`src/rtl/mbx_rx_pkg.sv`:
```
package mbx_rx_pkg;

    // Slot geometry of the inbound ring
    localparam int SLOT_W     = 32;
    localparam int SLOT_BYTES = SLOT_W / 8;

    // Header layout: the peer encodes these positions, so they are fixed
    localparam int HDR_LEN_LSB  = 16;
    localparam int HDR_LEN_W    = 9;
    localparam int HDR_LAST_BIT = 31;

    typedef enum logic [2:0] {
        ST_IDLE,
        ST_HDR,
        ST_EVAL,
        ST_SLOT,
        ST_EMIT,
        ST_NEXT,
        ST_DONE
    } rx_state_e;

endpackage

```
`src/rtl/mbx_hdr_decode.sv`:
```
module mbx_hdr_decode
    import mbx_rx_pkg::*;
#(
    parameter int BUDGET_W = 16
) (
    input  logic [SLOT_W-1:0]    hdr,
    input  logic [BUDGET_W-1:0]  left,
    output logic [HDR_LEN_W-1:0] frag_len,
    output logic                 frag_last,
    output logic                 frag_too_big,
    output logic                 frag_empty
);

    // Common width for the length versus budget comparison
    localparam int CMP_W = (BUDGET_W > HDR_LEN_W) ? BUDGET_W : HDR_LEN_W;

    logic [CMP_W-1:0] len_ext;
    logic [CMP_W-1:0] left_ext;

    always_comb begin
        frag_len     = hdr[HDR_LEN_LSB +: HDR_LEN_W];
        frag_last    = hdr[HDR_LAST_BIT];
        len_ext      = CMP_W'(frag_len);
        left_ext     = CMP_W'(left);
        frag_too_big = (len_ext > left_ext);
        frag_empty   = (frag_len == '0);
    end

endmodule

```
`src/rtl/mbx_slot_unpack.sv`:
```
module mbx_slot_unpack
    import mbx_rx_pkg::*;
#(
    parameter int CNT_W = $clog2(SLOT_BYTES + 1)
) (
    input  logic              clk,
    input  logic              rst_n,
    input  logic              load,
    input  logic [SLOT_W-1:0] load_data,
    input  logic [CNT_W-1:0]  load_count,
    input  logic              take,
    output logic [7:0]        byte_out,
    output logic              avail,
    output logic              last
);

    logic [SLOT_W-1:0] shreg_q;
    logic [CNT_W-1:0]  cnt_q;

    // Shift out from the low end: little-endian within the slot
    always_ff @(posedge clk or negedge rst_n) begin
        if (!rst_n) begin
            shreg_q <= '0;
            cnt_q   <= '0;
        end else if (load) begin
            shreg_q <= load_data;
            cnt_q   <= load_count;
        end else if (take && (cnt_q != '0)) begin
            shreg_q <= shreg_q >> 8;
            cnt_q   <= cnt_q - CNT_W'(1);
        end
    end

    always_comb begin
        byte_out = shreg_q[7:0];
        avail    = (cnt_q != '0);
        last     = (cnt_q == CNT_W'(1));
    end

endmodule

```
`src/rtl/mbx_rx_reassembler.sv`:
```
module mbx_rx_reassembler
    import mbx_rx_pkg::*;
#(
    parameter int BUDGET_W = 16,
    parameter int FILL_W   = 8
) (
    input  logic                clk,
    input  logic                rst_n,
    input  logic                start,
    input  logic [BUDGET_W-1:0] budget,
    input  logic [FILL_W-1:0]   ring_fill,
    input  logic [SLOT_W-1:0]   ring_data,
    output logic                slot_rd,
    input  logic                peer_ready,
    output logic                out_valid,
    output logic [7:0]          out_data,
    input  logic                out_ready,
    output logic                doorbell,
    output logic                busy,
    output logic                done,
    output logic                ok,
    output logic [BUDGET_W-1:0] total_bytes,
    output logic                zero_warn
);

    localparam int CNT_W = $clog2(SLOT_BYTES + 1);

    rx_state_e state_q, state_d;

    logic [SLOT_W-1:0]    hdr_q;
    logic [BUDGET_W-1:0]  left_q;
    logic [BUDGET_W-1:0]  total_q;
    logic [HDR_LEN_W-1:0] rem_q;
    logic                 got_q;
    logic                 warn_q;

    logic [HDR_LEN_W-1:0] frag_len;
    logic                 frag_last;
    logic                 frag_too_big;
    logic                 frag_empty;

    logic [CNT_W-1:0]     slot_nb;
    logic                 ring_has;
    logic                 pop_hdr;
    logic                 pop_slot;
    logic                 fire;
    logic                 more;
    logic                 unp_avail;
    logic                 unp_last;
    logic [7:0]           unp_byte;

    // Header field extraction and budget comparison
    mbx_hdr_decode #(
        .BUDGET_W(BUDGET_W)
    ) u_dec (
        .hdr         (hdr_q),
        .left        (left_q),
        .frag_len    (frag_len),
        .frag_last   (frag_last),
        .frag_too_big(frag_too_big),
        .frag_empty  (frag_empty)
    );

    // Slot to byte serialiser
    mbx_slot_unpack #(
        .CNT_W(CNT_W)
    ) u_unp (
        .clk       (clk),
        .rst_n     (rst_n),
        .load      (pop_slot),
        .load_data (ring_data),
        .load_count(slot_nb),
        .take      (fire),
        .byte_out  (unp_byte),
        .avail     (unp_avail),
        .last      (unp_last)
    );

    // Helper terms shared by the next-state and datapath logic
    always_comb begin
        ring_has = (ring_fill != '0);
        if (rem_q >= HDR_LEN_W'(SLOT_BYTES)) begin
            slot_nb = CNT_W'(SLOT_BYTES);
        end else begin
            slot_nb = CNT_W'(rem_q);
        end
        pop_hdr  = (state_q == ST_HDR) && ring_has;
        pop_slot = (state_q == ST_SLOT) && (rem_q != '0) && ring_has;
        fire     = (state_q == ST_EMIT) && unp_avail && out_ready;
        more     = got_q && !frag_last && (left_q != '0);
    end

    // State register
    always_ff @(posedge clk or negedge rst_n) begin
        if (!rst_n) begin
            state_q <= ST_IDLE;
        end else begin
            state_q <= state_d;
        end
    end

    // Next-state logic
    always_comb begin
        state_d = state_q;
        unique case (state_q)
            ST_IDLE: begin
                if (start) begin
                    state_d = (budget == '0) ? ST_DONE : ST_HDR;
                end
            end
            ST_HDR: begin
                if (pop_hdr) begin
                    state_d = ST_EVAL;
                end
            end
            ST_EVAL: begin
                if (frag_too_big || frag_empty) begin
                    state_d = ST_NEXT;
                end else begin
                    state_d = ST_SLOT;
                end
            end
            ST_SLOT: begin
                if (rem_q == '0) begin
                    state_d = ST_NEXT;
                end else if (pop_slot) begin
                    state_d = ST_EMIT;
                end
            end
            ST_EMIT: begin
                if (fire && unp_last) begin
                    state_d = ST_SLOT;
                end
            end
            ST_NEXT: begin
                state_d = more ? ST_HDR : ST_DONE;
            end
            ST_DONE: begin
                state_d = ST_IDLE;
            end
            default: begin
                state_d = ST_IDLE;
            end
        endcase
    end

    // Datapath registers: header, budget, count, fragment progress, warning
    always_ff @(posedge clk or negedge rst_n) begin
        if (!rst_n) begin
            hdr_q   <= '0;
            left_q  <= '0;
            total_q <= '0;
            rem_q   <= '0;
            got_q   <= 1'b0;
            warn_q  <= 1'b0;
        end else begin
            unique case (state_q)
                ST_IDLE: begin
                    if (start) begin
                        hdr_q   <= '0;
                        left_q  <= budget;
                        total_q <= '0;
                        rem_q   <= '0;
                        got_q   <= 1'b0;
                        warn_q  <= 1'b0;
                    end
                end
                ST_HDR: begin
                    if (pop_hdr) begin
                        hdr_q <= ring_data;
                    end
                end
                ST_EVAL: begin
                    if (frag_too_big) begin
                        got_q <= 1'b0;
                        rem_q <= '0;
                    end else if (frag_empty) begin
                        got_q  <= 1'b0;
                        rem_q  <= '0;
                        warn_q <= 1'b1;
                    end else begin
                        got_q <= 1'b1;
                        rem_q <= frag_len;
                    end
                end
                ST_SLOT: begin
                    if (pop_slot) begin
                        rem_q <= rem_q - HDR_LEN_W'(slot_nb);
                    end
                end
                ST_EMIT: begin
                    if (fire) begin
                        left_q  <= left_q - BUDGET_W'(1);
                        total_q <= total_q + BUDGET_W'(1);
                    end
                end
                ST_NEXT, ST_DONE: begin
                end
                default: begin
                end
            endcase
        end
    end

    // Outputs, decoded from the current state
    always_comb begin
        slot_rd     = 1'b0;
        out_valid   = 1'b0;
        out_data    = unp_byte;
        doorbell    = 1'b0;
        busy        = 1'b1;
        done        = 1'b0;
        ok          = 1'b0;
        total_bytes = total_q;
        zero_warn   = warn_q;
        unique case (state_q)
            ST_IDLE: busy = 1'b0;
            ST_HDR:  slot_rd = pop_hdr;
            ST_EVAL: begin
            end
            ST_SLOT: slot_rd = pop_slot;
            ST_EMIT: out_valid = unp_avail;
            ST_NEXT: doorbell = !frag_last && !ring_has;
            ST_DONE: begin
                done = 1'b1;
                ok   = got_q && frag_last && peer_ready;
            end
            default: begin
            end
        endcase
    end

endmodule

```
`config.mk`:
```
export PLATFORM = sky130hd
export DESIGN_NAME = mbx_rx_reassembler
export DESIGN_NICKNAME = d
export VERILOG_FILES = /design/src/rtl/mbx_rx_pkg.sv /design/src/rtl/mbx_hdr_decode.sv /design/src/rtl/mbx_slot_unpack.sv /design/src/rtl/mbx_rx_reassembler.sv
export SDC_FILE = /design/constraint.sdc
export NUM_CORES = 1
export LEC_CHECK = 0
export ABC_AREA = 0
export BUFFER_PORTS_ARGS = -buffer_cell sky130_fd_sc_hd__buf_2
export CAP_MARGIN = 30
export CORE_ASPECT_RATIO = 1.2
export CORE_MARGIN = 2
export CORE_UTILIZATION = 35
export CTS_BUF_LIST = sky130_fd_sc_hd__clkbuf_16
export DETAILED_ROUTE_END_ITERATION = 16
export PLACE_DENSITY = 0.63
export SKIP_LAST_GASP = 1
export SLEW_MARGIN = 20
export SYNTH_ARGS = -nofsm -noshare
export SYNTH_HDL_FRONTEND = slang
export SYNTH_HIERARCHICAL = 1
export SYNTH_SLANG_ARGS = --single-unit
```
`constraint.sdc`:
```
create_clock -name clk -period 2.18 [get_ports clk]
set_input_delay 0.218 -clock clk [delete_from_list [all_inputs] [get_ports clk]]
set_output_delay 0.218 -clock clk [all_outputs]
set_load 0.005 [all_outputs]
```
==> results.md <==
- Detailed placement HPWL: 12,000 µm
- DR DRC count: 0
- Vias in the first global route: approximately 5,200
- Post-Syn Area: approximately 0.0056 mm²
- Fmax: between 400 and 500 MHz
- DR pass1 iterations: 5
- DR vias/cell: 5.47
- DRT iter0 DRCs: 290
- Post-Syn Instances: 622
- # clock sinks: 91
- Max-Cap Viols: 0
- Ports: 92
- Clock transition at path regs: around 0.06 ns
- Critical path arrival: 2.53 ns
- Final Hold Vio Count: 0
- TritonCTS Buffers: 9
- CTS tree: done
- Crit start category: flip-flop
- Final setup vio count: 14
- Core area: 0.0156 mm²
- Share of layout cells above drive strength 1: 30.5%
- RSZ-0062 raised after global routing: true
- Req. time, crit path: 2.47 ns
- Failing checks: negative setup slack
- Initial Util: approximately 36%
- Die width: about 120 µm
- GR Overflow Total: 0
- Wire per inst: between 15 and 20 µm
- Clock Latency Late Sink: ~0.36 ns
- Hold WC Path Type: in2reg
- Pre-CTS setup slack: -0.149 ns
- Synth Warn #: 6
- CTS Buffer Depth: 2
- Slew @ Worst Pin: slightly below 0.6 ns
- All-layer global routing usage: approximately a fifth
- Port Buf Inserts: between 90 and 100
- Fin crit share: 103%
- Gpl congestion: ~0.85
- Die H: around 140 µm
- Max-slew violation count: 0
- Root buffer cell: clkbuf_16
- Final instance area: 0.00696 mm²
- Leak: 3.11 nW
- Post-route ant nets: 0
- Fin nets: a little over 800
- Setup CP Type: reg2reg
- FILL cells: between 1,500 and 2,000
- Min cycle time layout: about 2.2 ns
- Outcome: finished with violations
- Syn Nets: roughly 700
- First-pass GRT wire length: 26,500 µm
- H-tree Lvls: 3
- Relative slew slack: around 61%
- Area growth, synth to finish: 24.5%
- Crit Path Max Fanout: 6
- Area after DPL: 0.00641 mm²
- Pin count of the biggest net entering global routing: 37
- Die area: between 0.015 and 0.02 mm²
- Antenna violations before repair: 0
- Routed vias: ~5,200
- Final wirelength: 16,300 µm
- Standard-cell row count: 50
- Syn avg cell area: around 9.0 µm²
- Final WS setup: -0.0580 ns
- Max VDD drop: about 0.56 mV
- P per Cell Area: between 1000 and 1500 mW/mm²
- CP Capture Type: flip-flop
- Final core occ: 44.5%
- Ant diodes: 0
- Setup Skew: about 0.010 ns
## layout by cell type (no fill, tap or decap), drive strengths merged, types with 5 or more instances in the layout
cell	count
dfrtp	91
a221o	16
nand2b	14
or2	5
nand4	6
nand2	49
inv	27
nor2	44
ha	16
clkbuf	9
or3	11
nand3	9
nor3	29
o31ai	6
nor2b	28
nor4	13
o211ai	7
a31oi	15
o22ai	5
a22o	10
o21ai	49
a22oi	7
buf	152
a21oi	44
## worst paths after layout
kind                                               from                            end  slack [ns]  cells past startpoint
min reg2reg                u_unp/shreg_q[2]$_DFFE_PN0P_   u_unp/shreg_q[2]$_DFFE_PN0P_        0.55                      2
max                               left_q[1]$_DFFE_PN0P_           rem_q[8]$_DFFE_PN0P_       -0.06                     11
max reg2reg                       left_q[1]$_DFFE_PN0P_           rem_q[8]$_DFFE_PN0P_       -0.06                     11
min in group asynchronous                         rst_n          left_q[1]$_DFFE_PN0P_        0.37                      2
max in group asynchronous                         rst_n     u_unp/cnt_q[0]$_DFFE_PN0P_        1.12                      3
min                                       ring_data[30]  u_unp/shreg_q[30]$_DFFE_PN0P_        0.09                      2
## flip-flops by register name, indices dropped and copies added (netlist names)
name / count
got_q: 1
total_bytes: 16
u_unp/shreg_q: 32
u_unp/cnt_q: 3
hdr_q: 10
state_q: 3
zero_warn: 1
rem_q: 9
left_q: 16
## routing by layer
| metal | vias up | part of all wire [%] | GRT usage (%) |
|---|---|---|---|
| met1 | 2526 | 44 | 25.0 |
| met4 | 0 | 1.5 | 6.44 |
| met5 | - | 0 | 0 |
| met3 | 17 | 4.6 | 3.00 |
| li1 | 2468 | - | - |
| met2 | 142 | 49 | 33.6 |
## report_power, final
part | internal (mW) | switching (mW)
clock network | 0.885 | 0.697
logic | 2.26 | 2.80
registers | 2.35 | 0.471
## per-stage QoR
step                setup TNS [ns]  power [mW]  cells  hold slack [ns]
finish                      -0.421        9.47    942           0.0910
floorplan                        0        6.02    622          -0.0776
detailed placement          -0.770        7.44    920            0.219
CTS                         -0.747        9.16    938           0.0811
global placement            -0.224        7.29    920            0.215
global route                 -2.00        10.1    942           0.0986
## critical path: stages, from the launching register on
cell	delay [ns]
dfrtp_1	0.41
inv_2	0.08
ha_4	0.19
nor2b_4	0.12
o211ai_2	0.15
a21oi_2	0.07
o41a_1	0.46
nor4_4	0.22
buf_6	0.19
nand2_2	0.07
nand3_2	0.07
mux2_4	0.14
## area by class of cell
class                   instances  area (µm²)  area share, %
repair buffers                153         962           13.8
flip-flops and latches         91        2280           32.7
clock inverters                 6        66.3          0.952
well taps                     208         260           3.74
inverters                      26         100           1.44
clock buffers                   9         225           3.23
multi-input cells             449        3070           44.1
## what timing repair did
action,4_1_cts,5_1_grt
resized for setup,12,33
buffers inserted,1,4
pin swaps,6,9
gates cloned,1,0
endpoints found under the hold margin,32,0
setup endpoints to repair,23,43
hold buffers,1,0
(Power assumes the default switching activity.)
